--- src/rtl/ppi_pkg.sv ---
package ppi_pkg;
  localparam int BUS_W = 8;
  localparam int PC_W  = 8;
  localparam logic [BUS_W-1:0] CFG_RESET_WORD = 8'h9B;

  typedef struct packed {
    logic a_mode1;
    logic a_in;
    logic cu_in;
    logic b_mode1;
    logic b_in;
    logic cl_in;
  } cfg_t;

  // Mode field 01 is mode 1; 00 and 1x both run as mode 0.
  function automatic cfg_t decode_cfg(input logic [6:0] w);
    cfg_t c;
    c.a_mode1 = (w[6:5] == 2'b01);
    c.a_in    = w[4];
    c.cu_in   = w[3];
    c.b_mode1 = w[2];
    c.b_in    = w[1];
    c.cl_in   = w[0];
    return c;
  endfunction

  function automatic logic [PC_W-1:0] bsr_apply(input logic [PC_W-1:0] pc,
                                                input logic [3:0] cmd);
    logic [PC_W-1:0] r;
    r = pc;
    r[cmd[3:1]] = cmd[0];
    return r;
  endfunction

  function automatic logic [PC_W-1:0] pin_readback(input logic [PC_W-1:0] drv,
                                                   input logic [PC_W-1:0] oe,
                                                   input logic [PC_W-1:0] pin);
    return (drv & oe) | (pin & ~oe);
  endfunction
endpackage

--- src/rtl/ppi_hs_chan.sv ---
module ppi_hs_chan #(
  parameter int DW = 8
) (
  input  logic          clk,
  input  logic          rst_n,
  input  logic          mode1,
  input  logic          is_in,
  input  logic          clr,
  input  logic          hs_n,
  input  logic [DW-1:0] pin_data,
  input  logic          cpu_wr,
  input  logic          cpu_rd,
  input  logic [DW-1:0] wdata,
  input  logic          inte,
  output logic [DW-1:0] data_q,
  output logic          ibf,
  output logic          obf,
  output logic          intr,
  output logic          hs_fall
);
  logic hs_q;
  logic hs_rise;

  always_ff @(posedge clk) begin
    if (!rst_n) hs_q <= 1'b1;
    else        hs_q <= hs_n;
  end

  assign hs_fall = mode1 & hs_q & ~hs_n;
  assign hs_rise = mode1 & ~hs_q & hs_n;

  always_ff @(posedge clk) begin
    if (!rst_n || clr) begin
      data_q <= '0;
      ibf    <= 1'b0;
      obf    <= 1'b0;
      intr   <= 1'b0;
    end else begin
      if (cpu_wr && !(mode1 && is_in)) data_q <= wdata;
      if (mode1 && is_in) begin
        if (hs_fall) begin
          data_q <= pin_data;
          ibf    <= 1'b1;
        end
        if (hs_rise && inte) intr <= 1'b1;
        if (cpu_rd) begin
          ibf  <= 1'b0;
          intr <= 1'b0;
        end
      end else if (mode1) begin
        if (hs_fall) obf <= 1'b0;
        if (hs_rise && inte) intr <= 1'b1;
        if (cpu_wr) begin
          obf  <= 1'b1;
          intr <= 1'b0;
        end
      end
    end
  end
endmodule

--- src/rtl/ppi_portc_map.sv ---
module ppi_portc_map
  import ppi_pkg::*;
(
  input  cfg_t            cfg,
  input  logic [PC_W-1:0] pc_lat,
  input  logic            a_ibf,
  input  logic            a_obf,
  input  logic            a_intr,
  input  logic            b_ibf,
  input  logic            b_obf,
  input  logic            b_intr,
  output logic [PC_W-1:0] pc_out,
  output logic [PC_W-1:0] pc_oe
);
  localparam int HALF = PC_W / 2;

  always_comb begin
    pc_out = pc_lat;
    pc_oe  = {{HALF{~cfg.cu_in}}, {HALF{~cfg.cl_in}}};
    if (cfg.a_mode1) begin
      pc_out[3] = a_intr;
      pc_oe[3]  = 1'b1;
      if (cfg.a_in) begin
        pc_oe[4]  = 1'b0;
        pc_out[5] = a_ibf;
        pc_oe[5]  = 1'b1;
      end else begin
        pc_oe[6]  = 1'b0;
        pc_out[7] = ~a_obf;
        pc_oe[7]  = 1'b1;
      end
    end
    if (cfg.b_mode1) begin
      pc_out[0] = b_intr;
      pc_oe[0]  = 1'b1;
      pc_out[1] = cfg.b_in ? b_ibf : ~b_obf;
      pc_oe[1]  = 1'b1;
      pc_oe[2]  = 1'b0;
    end
  end
endmodule

--- src/rtl/ppi_core.sv ---
module ppi_core
  import ppi_pkg::*;
(
  input  logic             clk,
  input  logic             rst_n,
  input  logic             cs_n,
  input  logic             rd_n,
  input  logic             wr_n,
  input  logic [1:0]       addr,
  input  logic [BUS_W-1:0] wdata,
  output logic [BUS_W-1:0] rdata,
  input  logic [BUS_W-1:0] pa_in,
  output logic [BUS_W-1:0] pa_out,
  output logic [BUS_W-1:0] pa_oe,
  input  logic [BUS_W-1:0] pb_in,
  output logic [BUS_W-1:0] pb_out,
  output logic [BUS_W-1:0] pb_oe,
  input  logic [PC_W-1:0]  pc_in,
  output logic [PC_W-1:0]  pc_out,
  output logic [PC_W-1:0]  pc_oe
);
  logic [BUS_W-1:0] cfg_word;
  logic [PC_W-1:0]  pc_lat;
  cfg_t             cfg;

  // named bus events
  logic wr_ev, rd_ev, ctl_wr, mode_set, bit_cmd;
  logic a_wr, b_wr, c_wr, a_rd, b_rd;
  assign wr_ev    = ~cs_n & ~wr_n;
  assign rd_ev    = ~cs_n & ~rd_n;
  assign ctl_wr   = wr_ev && addr == 2'd3;
  assign mode_set = ctl_wr & wdata[7];
  assign bit_cmd  = ctl_wr & ~wdata[7];
  assign a_wr     = wr_ev && addr == 2'd0;
  assign b_wr     = wr_ev && addr == 2'd1;
  assign c_wr     = wr_ev && addr == 2'd2;
  assign a_rd     = rd_ev && addr == 2'd0;
  assign b_rd     = rd_ev && addr == 2'd1;

  assign cfg = decode_cfg(cfg_word[6:0]);

  always_ff @(posedge clk) begin
    if (!rst_n) begin
      cfg_word <= CFG_RESET_WORD;
      pc_lat   <= '0;
    end else if (mode_set) begin
      cfg_word <= wdata;
      pc_lat   <= '0;
    end else if (bit_cmd) begin
      pc_lat <= bsr_apply(pc_lat, wdata[3:0]);
    end else if (c_wr) begin
      pc_lat <= wdata;
    end
  end

  // handshake channel wiring
  logic a_hs_n, a_inte, a_ibf, a_obf, a_intr, a_stb_fall;
  logic b_ibf, b_obf, b_intr, b_stb_fall;
  logic [BUS_W-1:0] a_data, b_data;
  assign a_hs_n = cfg.a_in ? pc_in[4] : pc_in[6];
  assign a_inte = cfg.a_in ? pc_lat[4] : pc_lat[6];

  ppi_hs_chan #(.DW(BUS_W)) chan_a_i (
    .clk(clk), .rst_n(rst_n), .mode1(cfg.a_mode1), .is_in(cfg.a_in),
    .clr(mode_set), .hs_n(a_hs_n), .pin_data(pa_in), .cpu_wr(a_wr),
    .cpu_rd(a_rd), .wdata(wdata), .inte(a_inte), .data_q(a_data),
    .ibf(a_ibf), .obf(a_obf), .intr(a_intr), .hs_fall(a_stb_fall)
  );

  ppi_hs_chan #(.DW(BUS_W)) chan_b_i (
    .clk(clk), .rst_n(rst_n), .mode1(cfg.b_mode1), .is_in(cfg.b_in),
    .clr(mode_set), .hs_n(pc_in[2]), .pin_data(pb_in), .cpu_wr(b_wr),
    .cpu_rd(b_rd), .wdata(wdata), .inte(pc_lat[2]), .data_q(b_data),
    .ibf(b_ibf), .obf(b_obf), .intr(b_intr), .hs_fall(b_stb_fall)
  );

  ppi_portc_map map_i (
    .cfg(cfg), .pc_lat(pc_lat),
    .a_ibf(a_ibf), .a_obf(a_obf), .a_intr(a_intr),
    .b_ibf(b_ibf), .b_obf(b_obf), .b_intr(b_intr),
    .pc_out(pc_out), .pc_oe(pc_oe)
  );

  assign pa_out = a_data;
  assign pa_oe  = {BUS_W{~cfg.a_in}};
  assign pb_out = b_data;
  assign pb_oe  = {BUS_W{~cfg.b_in}};

  logic [BUS_W-1:0] rd_mux;
  always_comb begin
    case (addr)
      2'd0:    rd_mux = (cfg.a_in && !cfg.a_mode1) ? pa_in : a_data;
      2'd1:    rd_mux = (cfg.b_in && !cfg.b_mode1) ? pb_in : b_data;
      2'd2:    rd_mux = pin_readback(pc_out, pc_oe, pc_in);
      default: rd_mux = cfg_word;
    endcase
  end
  assign rdata = rd_ev ? rd_mux : '0;
endmodule

--- config.mk ---
export PLATFORM = sky130hd
export DESIGN_NAME = ppi_core
export DESIGN_NICKNAME = d
export VERILOG_FILES = /design/src/rtl/ppi_pkg.sv /design/src/rtl/ppi_hs_chan.sv /design/src/rtl/ppi_portc_map.sv /design/src/rtl/ppi_core.sv
export SDC_FILE = /design/constraint.sdc
export NUM_CORES = 1
export LEC_CHECK = 0
export ABC_AREA = 1
export BUFFER_PORTS_ARGS = -buffer_cell sky130_fd_sc_hd__buf_4
export CORE_ASPECT_RATIO = 1.75
export CORE_MARGIN = 4
export CORE_UTILIZATION = 36
export DETAILED_ROUTE_END_ITERATION = 6
export HOLD_SLACK_MARGIN = 0.02
export PLACE_DENSITY = 0.6
export SLEW_MARGIN = 0
export SYNTH_ARGS = -nofsm -noshare
export SYNTH_HDL_FRONTEND = slang
export SYNTH_SLANG_ARGS = --single-unit
--- constraint.sdc ---
create_clock -name clk -period 4.3 [get_ports clk]
set_clock_uncertainty 0.1 [all_clocks]
set_input_delay 0.215 -clock clk [delete_from_list [all_inputs] [get_ports clk]]
set_output_delay 0.215 -clock clk [all_outputs]
set_load 0.01 [all_outputs]
==> impl_metrics.tcl, run 1 <==
set metrics [dict create \
    outcome "finished, final reports clean" \
    cts-buffers-inserted 5 \
    viasPerCell 5.15 \
    synth_edf_count 0 \
    htree_num_levels 2 \
    arrival_ns 2.34 \
    synth_cell_types 28 \
    area_growth_pct 24.4 \
    drv_slew 0 \
    critPathLaunch "cfg_word[4]$_SDFFE_PN1P_" \
    grt_pass1_wl_mm 16.6 \
    cts-root-buf "clkbuf_16" \
    max_freq_mhz 376 \
    synth_top_area_share_pct 26.4 \
    syn-num-nets 551 \
    io_pins 95 \
    relSlewSlack_pct 43.4 \
    maxCapViolations 0 \
    worstHoldStart "rst_n" \
    wl_per_cell_um 15.4 \
    hpwl_mm 8.05 \
    antenna_found_initial 0 \
    grt-ovfl-total 0 \
    fin_crit_ns 2.66 \
    syn_avg_cell_area_um2 5.93 \
    yosysMostFrequentCell "nand2_1" \
    dieArea_um2 10000 \
    post-cts-setup-buffers 0 \
    synth_cells 512 \
    synthTopCellsByArea "dfxtp_1 26%, nand2_1 15%, inv_1 9.0%" \
    period_share_pct 61.9 \
    drc 0 \
    yosysSeqAreaShare_pct 26.4 \
    place_congestion 0.867 \
    die_y_um 130 \
    hold_viol_final 0 \
    worst-endpoint-required_ns 3.98 \
    synthSimpleGateAreaFrac_pct 37.6 \
    nets 615 \
    detailedRoute.firstIterationViolations 226 \
    hold_buffers 0 \
    synth_top_area_cell "dfxtp_1" \
    synthMuxAreaShare_pct 0 \
    clk_latency_ns 0.29 \
    dieWidth_um 77.4 \
    power_density_nw_per_um2 270 \
    routed_wl_mm 10.3 \
    clock_path_buffers 2 \
    track_usage_pct 20.9 \
    start_util_pct 36.8 \
    cts_sinks 40 \
    cp_slowest_cell "dfxtp_1" \
    startpoint_type "flip-flop" \
    end_kind "output pin" \
    grt_pass1_vias 3327 \
    r2r_start "cfg_word[1]$_SDFFE_PN1P_" \
    drive_gt1_share_pct 22.5 \
    cp_max_fo 22 \
    synth_top_family_by_area "simple AND/OR/NAND/NOR gates" \
    dr.pass1.iters 5 \
    clkTransAtPathRegs_ns 0.07 \
    antenna_cells 0 \
    ys_warn_count 0 \
    grt_max_degree 23 \
    worst_pin_slew_ns 0.845 \
    cts_tree "yes" \
    tns_ns 0 \
    io_buffers 94 \
    netlist_area_um2 3040 \
    synth-adder-area-share_pct 0 \
    vdd_ir_drop_max_uv 216 \
    finalPower_mw 1.02 \
    synth-compound-area-share_pct 18.2 \
    synth_seq_cells 40 \
    final.hold.worst_slack_ns 0.0628 \
    hp-class "primary input to flip-flop" \
    drtAntennaViolNets 0 \
    setup_viol 0 \
    yosys-top-cells-count "123 x nand2_1, 73 x inv_1, 54 x nor2_1" \
    cts_resized 0 \
    cpPeakStageDelay_ns 0.81 \
    synth_flop_cell "dfxtp_1" \
    async_flop_share_pct 0 \
    cp_cell_sequence "inv_1, nand3_1, nand2_1, nand3_1, nand2_1, a21oi_1, buf_4" \
    p_leak_nw 2.03 \
    num_rows 44 \
    via_count 3443 \
    core_um2 8260 \
    synth_xor_area_share_pct 0 \
    rsz0062_at_grt "false" \
    crit_type "flip-flop to output pin" \
]
==> worst max-delay path, delay by kind of cell (launching register included) <==
| kind | cells | cell delay (ns) |
|---|---|---|
| flops | 1 | 0.81 |
| simple gates | 4 | 0.57 |
| compound gates | 1 | 0.16 |
| buf+inv | 2 | 0.52 |
==> registers in the layout, summed over array words and instances, names as in the netlist, 8 cells and up <==
name / cells
chan_a_i.data_q: 8
chan_b_i.data_q: 8
pc_lat: 8
cfg_word: 8
==> cells by family (layout without fill, tap and decap cells) <==
kind of cell	Yosys count	count (layout)
AND/OR/NAND/NOR	253	253
AO/OA/AOI/OAI	104	104
buffers and inverters	115	180
flip-flops	40	40
==> final cells by class <==
cell class | count | area, µm²
Fill cell | 925 | 4480
Tap cell | 92 | 115
Multi-Input combinational cell | 357 | 1700
Clock buffer | 5 | 125
Timing Repair Buffer | 94 | 706
Sequential cell | 40 | 801
Inverter | 78 | 295
Clock inverter | 3 | 42.5
==> per-layer routing <==
metal | up-vias | track usage [%] | part of all wire (%) | wire [µm]
met2 | 133 | 39.2 | 52 | 5390
met1 | 1556 | 23.7 | 39 | 4040
met5 | - | 0 | 0 | 0
met4 | 0 | 7.65 | 2.3 | 235
li1 | 1737 | - | - | -
met3 | 17 | 3.27 | 6.2 | 638
==> cells in the final DEF (no fill, tap or decap), types with 4 or more instances in the layout <==
cell type,n
nor2_4,6
o21ai_1,11
inv_1,73
a21oi_1,38
nand4_1,4
nor2_1,54
inv_2,4
buf_4,94
nand2_1,123
clkbuf_16,5
nand3_1,51
dfxtp_1,40
o21ai_2,6
o21ai_0,45
==> final timing paths <==
path | cells after the start | endpoint | slack [ns]
worst max-delay path | 7 | rdata[7] | 1.64
worst min-delay path | 2 | chan_a_i.hs_q$_SDFF_PN1_ | 0.06
worst max register to register | 7 | chan_b_i.data_q[0]$_SDFF_PP0_ | 1.91
worst min register to register | 1 | cfg_word[7]$_SDFFE_PN1P_ | 0.35
==> through the flow <==
stage	instance area (µm²)	setup WS [ns]	std cells	util [%]
4_1_cts	3780	1.65	669	45.8
6_report	3780	1.64	669	45.8
5_1_grt	3780	1.41	669	45.8
3_3_place_gp	3610	1.99	661	43.7
3_5_place_dp	3610	1.96	661	43.7
2_1_floorplan	3040	2.60	512	-
==> power by group <==
part	total (mW)	leakage (nW)	switching (mW)	internal [mW]
Clock	0.434	0.0798	0.162	0.273
Sequential	0.392	0.324	0.0112	0.380
Combinational	0.196	1.63	0.116	0.0799
Total	1.02	2.03	0.289	0.733
Note: power is estimated with default switching activity, not from simulation.
==> inputs of run 2 (changes only) <==
Settings changed: PLACE_DENSITY 0.6 to 0.62.
Clock period 4.3 ns to 2.2 ns, I/O delays scaled along.
==> run 2 against run 1 <==
Flip-flop and latch count unchanged; design area increased by 3.8%; highest routed layer unchanged; critical endpoint is now rdata[0]; clock power rose by 73%; cell count up 2.5%; via count grew 2.1%; wire length increased by 1.9%; critical path type unchanged; critical path depth is 2 higher; sequential share of layout area is 0.74 points lower; non-clock buffer count rose by 17; first-iteration DRC count is 6.2% lower; utilization rose by 1.7 points; largest cell class unchanged.
==> impl_metrics.tcl, run 2 (synthesis gave the netlist of run 1 again) <==
set metrics [dict create \
    end_kind "output pin" \
    grt_max_degree 20 \
    worst-endpoint-required_ns 1.99 \
    track_usage_pct 21.0 \
    io_buffers 94 \
    crit_type "flip-flop to output pin" \
    worst_pin_slew_ns 0.693 \
    drive_gt1_share_pct 23.4 \
    cp_cell_sequence "inv_1, nand2_2, nand2_1, nand2_1, nand3_1, nand2_1, nor2_1, nor2_1, buf_4" \
    dp.cells 667 \
    grt_pass1_vias 3318 \
    path_delay_family "simple AND/OR/NAND/NOR gates" \
    die_y_um 130 \
    setup_viol 0 \
    htree_num_levels 2 \
    startpoint_type "flip-flop" \
    final_cells 686 \
    fin_crit_ns 1.97 \
    power_density_nw_per_um2 490 \
    cts-buffers-inserted 5 \
    reg2reg_to "chan_a_i.ibf$_SDFFE_PP0P_" \
    drv_slew 0 \
    dieArea_um2 10000 \
    clkTransAtPathRegs_ns 0.06 \
    via_count 3516 \
    drc 0 \
    hp-class "primary input to flip-flop" \
    crit_buf_inv 2 \
    cts-root-buf "clkbuf_16" \
    drtAntennaViolNets 0 \
    grt-ovfl-total 0 \
    cts_tree "yes" \
    cp_max_fo 19 \
    reg2reg_slack_ns 0.52 \
    detailedRoute.firstIterationViolations 212 \
    critPathLaunch "cfg_word[6]$_SDFFE_PN0P_" \
    dieWidth_um 77.4 \
    core_um2 8260 \
    wl_per_cell_um 15.3 \
    cp-endpoint "rdata[0]" \
    nets 632 \
    dr.pass1.iters 4 \
    rsz0062_at_grt "false" \
    relSlewSlack_pct 53.5 \
    clk_latency_ns 0.29 \
    clock_path_buffers 2 \
    start_util_pct 36.8 \
    cpPeakStageDelay_ns 0.34 \
    mostFrequentLayoutCells "121 x nand2_1, 100 x buf_4, 73 x inv_1, 54 x nor2_1, 51 x nand3_1" \
    post-cts-setup-buffers 0 \
    viasPerCell 5.13 \
    crit_cells 9 \
    r2r_start "cfg_word[5]$_SDFFE_PN0P_" \
    num_rows 44 \
    place_congestion 0.888 \
    worstHoldStart "wdata[4]" \
    final_core_util_pct 47.5 \
    hpwl_mm 8.29 \
    grt_pass1_wl_mm 16.5 \
    io_pins 95 \
    cpMostUsedCell "nand2_1" \
    area_growth_pct 29.1 \
    tns_ns 0 \
    antenna_found_initial 0 \
    final_common_cell "nand2_1" \
    maxCapViolations 0 \
    outcome "finished, final reports clean" \
    antenna_cells 0 \
    cp_slowest_cell "dfxtp_1" \
    ff2ff_path_depth 4 \
    cts_sinks 40 \
    max_freq_mhz 508 \
    hold_viol_final 0 \
    p_leak_nw 2.10 \
    arrival_ns 1.76 \
    routed_wl_mm 10.5 \
    period_share_pct 89.5 \
    vdd_ir_drop_max_uv 356 \
]
run 2: tightest hold or removal path, delay by kind of cell:
| family | cells | cell delay [ns] |
|---|---|---|
| buf+inv | 1 | 0.14 |
| compound gates | 2 | 0.13 |
run 2: per-layer routing:
| layer | track usage (%) | vias up | share of wire [%] |
|---|---|---|---|
| met5 | 0 | - | 0 |
| met4 | 12.3 | 0 | 4.8 |
| met3 | 3.27 | 32 | 5.5 |
| met2 | 38.8 | 119 | 53 |
| met1 | 22.2 | 1587 | 37 |
| li1 | - | 1778 | - |
run 2: worst min-delay path by stage:
stage / slack [ns] / endpoint / depth (start not counted)
6_report: 0.03 / cfg_word[4]$_SDFFE_PN1P_ / 3
4_1_cts: 0.02 / cfg_word[4]$_SDFFE_PN1P_ / 3
5_1_grt: 0.06 / cfg_word[4]$_SDFFE_PN1P_ / 3
3_5_place_dp: 0.26 / chan_a_i.data_q[3]$_SDFF_PP0_ / 3
2_1_floorplan: 0.08 / chan_b_i.hs_q$_SDFF_PN1_ / 1
3_3_place_gp: 0.25 / chan_b_i.hs_q$_SDFF_PN1_ / 3
run 2: what timing repair did:
| action | CTS | global route |
|---|---|---|
| setup endpoints to repair | 0 | 8 |
| hold buffers | 11 | 0 |
| hold endpoints to repair | 11 | 0 |
| resized for setup | 0 | 3 |
run 2: power breakdown:
part / switching [mW] / internal [mW]
Combinational: 0.235 / 0.173
Sequential: 0.0195 / 0.744
Clock: 0.305 / 0.447
run 2: final cells by class:
| class | count | area [µm²] |
|---|---|---|
| Clock buffer | 6 | 139 |
| Fill cell | 888 | 4340 |
| Clock inverter | 2 | 10.0 |
| Multi-Input combinational cell | 357 | 1700 |
| Tap cell | 92 | 115 |
| Sequential cell | 40 | 802 |
| Timing Repair Buffer | 111 | 861 |
| Inverter | 78 | 295 |
run 2: through the flow:
stage | power (mW) | cell area, µm² | worst slack [ns] | hold WS [ns]
4_1_cts | 1.94 | 3920 | 0.0366 | 0.0222
5_1_grt | 2.00 | 3920 | 0.00839 | 0.0595
3_5_place_dp | 1.17 | 3660 | 0.350 | 0.261
3_3_place_gp | 1.17 | 3660 | 0.357 | 0.252
6_report | 1.92 | 3920 | 0.230 | 0.0276
2_1_floorplan | 1.00 | 3040 | 0.608 | 0.0789
==> inputs of run 3 (changes only) <==
Settings changed: ABC_AREA 1 to default, CORE_ASPECT_RATIO 1.75 to 1.1, PLACE_DENSITY 0.62 to 0.63.
==> run 3 against run 2 <==
Fmax is 6.7% lower; global-route usage hardly changed; area after synthesis decreased by 9.4%; total power shrank 13%; critical path type unchanged; wire length down 8.3%; worst hold slack worse by 0.011 ns; sequential share of layout area is 1.0 points higher; combinational power is 7.1% lower; first-iteration DRC count fell by 3.8%; largest cell class unchanged; flip-flop and latch count unchanged.
==> impl_metrics.tcl, run 3 <==
set metrics [dict create \
    clkPwrFrac_pct 32.2 \
    die_y_um 99.7 \
    vdd_ir_drop_max_uv 186 \
    grt_pass1_vias 2874 \
    dieArea_um2 9110 \
    grt_pass1_wl_mm 15.1 \
    wl_per_cell_um 18.5 \
    drtAntennaViolNets 0 \
    setup_viol 0 \
    worst-endpoint-required_ns 1.99 \
    antenna_found_initial 0 \
    hpwl_mm 7.15 \
    yosysSeqAreaShare_pct 29.1 \
    max_freq_mhz 473 \
    fin_crit_ns 2.11 \
    relSlewSlack_pct 59.0 \
    rsz0062_at_grt "false" \
    cts-buffers-inserted 5 \
    final_core_util_pct 50.5 \
    p_leak_nw 1.73 \
    dp.cells 492 \
    end_kind "output pin" \
    antenna_cells 0 \
    cts-root-buf "clkbuf_8" \
    hold_viol_final 0 \
    synth_cells 341 \
    grt-ovfl-total 0 \
    maxCapViolations 0 \
    syn_avg_cell_area_um2 8.07 \
    place_congestion 0.915 \
    drive_gt1_share_pct 32.6 \
    start_util_pct 37.0 \
    area_growth_pct 36.2 \
    dr.pass1.iters 5 \
    netlist_area_um2 2750 \
    viasPerCell 5.62 \
    clk_latency_ns 0.30 \
    nets 471 \
    synthTopCellsByArea "dfxtp_1 29%, mux2i_1 11%, buf_4 5.2%" \
    ys_warn_count 0 \
    async_flop_share_pct 0 \
    cts_sinks 40 \
    power_frac_seq_pct 45.2 \
    period_share_pct 96.0 \
    num_rows 33 \
    htree_num_levels 2 \
    syn-num-nets 380 \
    final_common_cell "buf_4" \
    cpPeakStageDelay_ns 0.43 \
    yosys-top-cells-count "40 x dfxtp_1, 29 x mux2i_1, 27 x nand2_1, 27 x o21ai_0, 21 x a21oi_1" \
    synth_cell_types 56 \
    final_cells 520 \
    startpoint_type "flip-flop" \
    io_buffers 94 \
    internal_power_mw 1.18 \
    post-cts-setup-buffers 0 \
    outcome "finished, final reports clean" \
    track_usage_pct 21.0 \
    cp_cell_sequence "or3b_1, mux2i_2, mux2i_1, a221oi_2, buf_4" \
    drc 0 \
    synth_top_area_share_pct 29.1 \
    crit_type "flip-flop to output pin" \
    via_count 2924 \
    cp_max_fo 8 \
    yosysMostFrequentCell "dfxtp_1" \
    routed_wl_mm 9.62 \
    power_frac_comb_pct 22.6 \
    synth_seq_cells 40 \
    mostFrequentLayoutCells "108 x buf_4, 37 x dfxtp_1, 28 x mux2i_1, 27 x nand2_1, 27 x o21ai_0" \
    cp_slowest_cell "or3b_1" \
    dieWidth_um 91.4 \
    hp-class "primary input to flip-flop" \
    p_switching_mw 0.496 \
    grt_max_degree 25 \
    worst_pin_slew_ns 0.612 \
    synth_top_area_cell "dfxtp_1" \
    arrival_ns 1.90 \
    io_pins 95 \
    cts_tree "yes" \
    swShare_pct 29.6 \
    detailedRoute.firstIterationViolations 204 \
    clkTransAtPathRegs_ns 0.08 \
    core_um2 7430 \
    power_density_nw_per_um2 447 \
    clock_path_buffers 2 \
    drv_slew 0 \
    synth_flop_cell "dfxtp_1" \
    tns_ns 0 \
    synth_edf_count 0 \
]
run 3: changes by cell type after synthesis, sizes merged, moves of 6 or more:
cell	change
a21oi	-18
a31oi	+8
clkbuf	+6
inv	-72
mux2	+8
mux2i	+29
nand2	-97
nand3	-34
nor2	-42
nor2b	+8
o21ai	-32
run 3: per-stage QoR:
stage                     power [mW]  instance area (µm²)  hold slack (ns)  setup WS, ns
after global placement          1.12                 3420            0.241         0.242
final                           1.68                 3750           0.0166        0.0878
after floorplan                0.954                 2750            0.119         0.581
after global routing            1.73                 3750           0.0522        0.0104
after detailed placement        1.12                 3420            0.241         0.255
after CTS                       1.67                 3720           0.0204        0.0188
run 3: cell families after synthesis:
family | Yosys count | share of synthesized area [%]
simple gates | 115 | 23.2
compound gates | 99 | 23.6
buf+inv | 50 | 10.2
flops | 40 | 29.1
mux | 37 | 13.8
run 3: what timing repair did:
action,CTS,global route
endpoints found under the setup margin,6,5
gates resized for setup,3,8
endpoints found under the hold margin,21,0
hold buffers,20,0
run 3: metal layers:
layer	GRT usage [%]	routed length, µm	vias up
li1	-	-	1435
met1	25.8	4170	1357
met2	35.0	4670	117
met3	4.16	589	15
met4	10.2	189	0
met5	0	0	-
run 3: critical path: cells and delay by family, from the launching register on:
| kind | cells | cell delay [ns] |
|---|---|---|
| AOI/OAI and AO/OA | 1 | 0.23 |
| buffers and inverters | 1 | 0.16 |
| DFF | 1 | 0.41 |
| muxes | 2 | 0.36 |
| and+or+nand+nor | 1 | 0.43 |
run 3: layout make-up:
class / instances / area (µm²)
Fill cell: 740 / 3680
Sequential cell: 40 / 805
Clock buffer: 7 / 86.3
Tap cell: 87 / 109
Clock inverter: 1 / 7.51
Inverter: 6 / 22.5
Timing Repair Buffer: 128 / 1010
Multi-Input combinational cell: 251 / 1710
run 3: worst paths after layout:
check | slack, ns | startpoint | cells after the start | endpoint
worst min register to register | 0.34 | cfg_word[7]$_SDFFE_PN1P_ | 1 | cfg_word[7]$_SDFFE_PN1P_
worst max-delay path | 0.09 | cfg_word[5]$_SDFFE_PN0P_ | 5 | rdata[7]
worst min-delay path | 0.02 | pa_in[2] | 3 | chan_a_i.data_q[2]$_SDFF_PP0_
worst max register to register | 0.35 | cfg_word[2]$_SDFFE_PN0P_ | 5 | chan_b_i.data_q[4]$_SDFF_PP0_
run 3: power groups by stage:
stage	clock network (mW)	registers, mW	logic, mW
floorplan	0	0.771	0.183
global placement	0	0.774	0.342
detailed placement	0	0.774	0.344
CTS	0.540	0.757	0.374
global route	0.564	0.760	0.410
finish	0.541	0.758	0.379
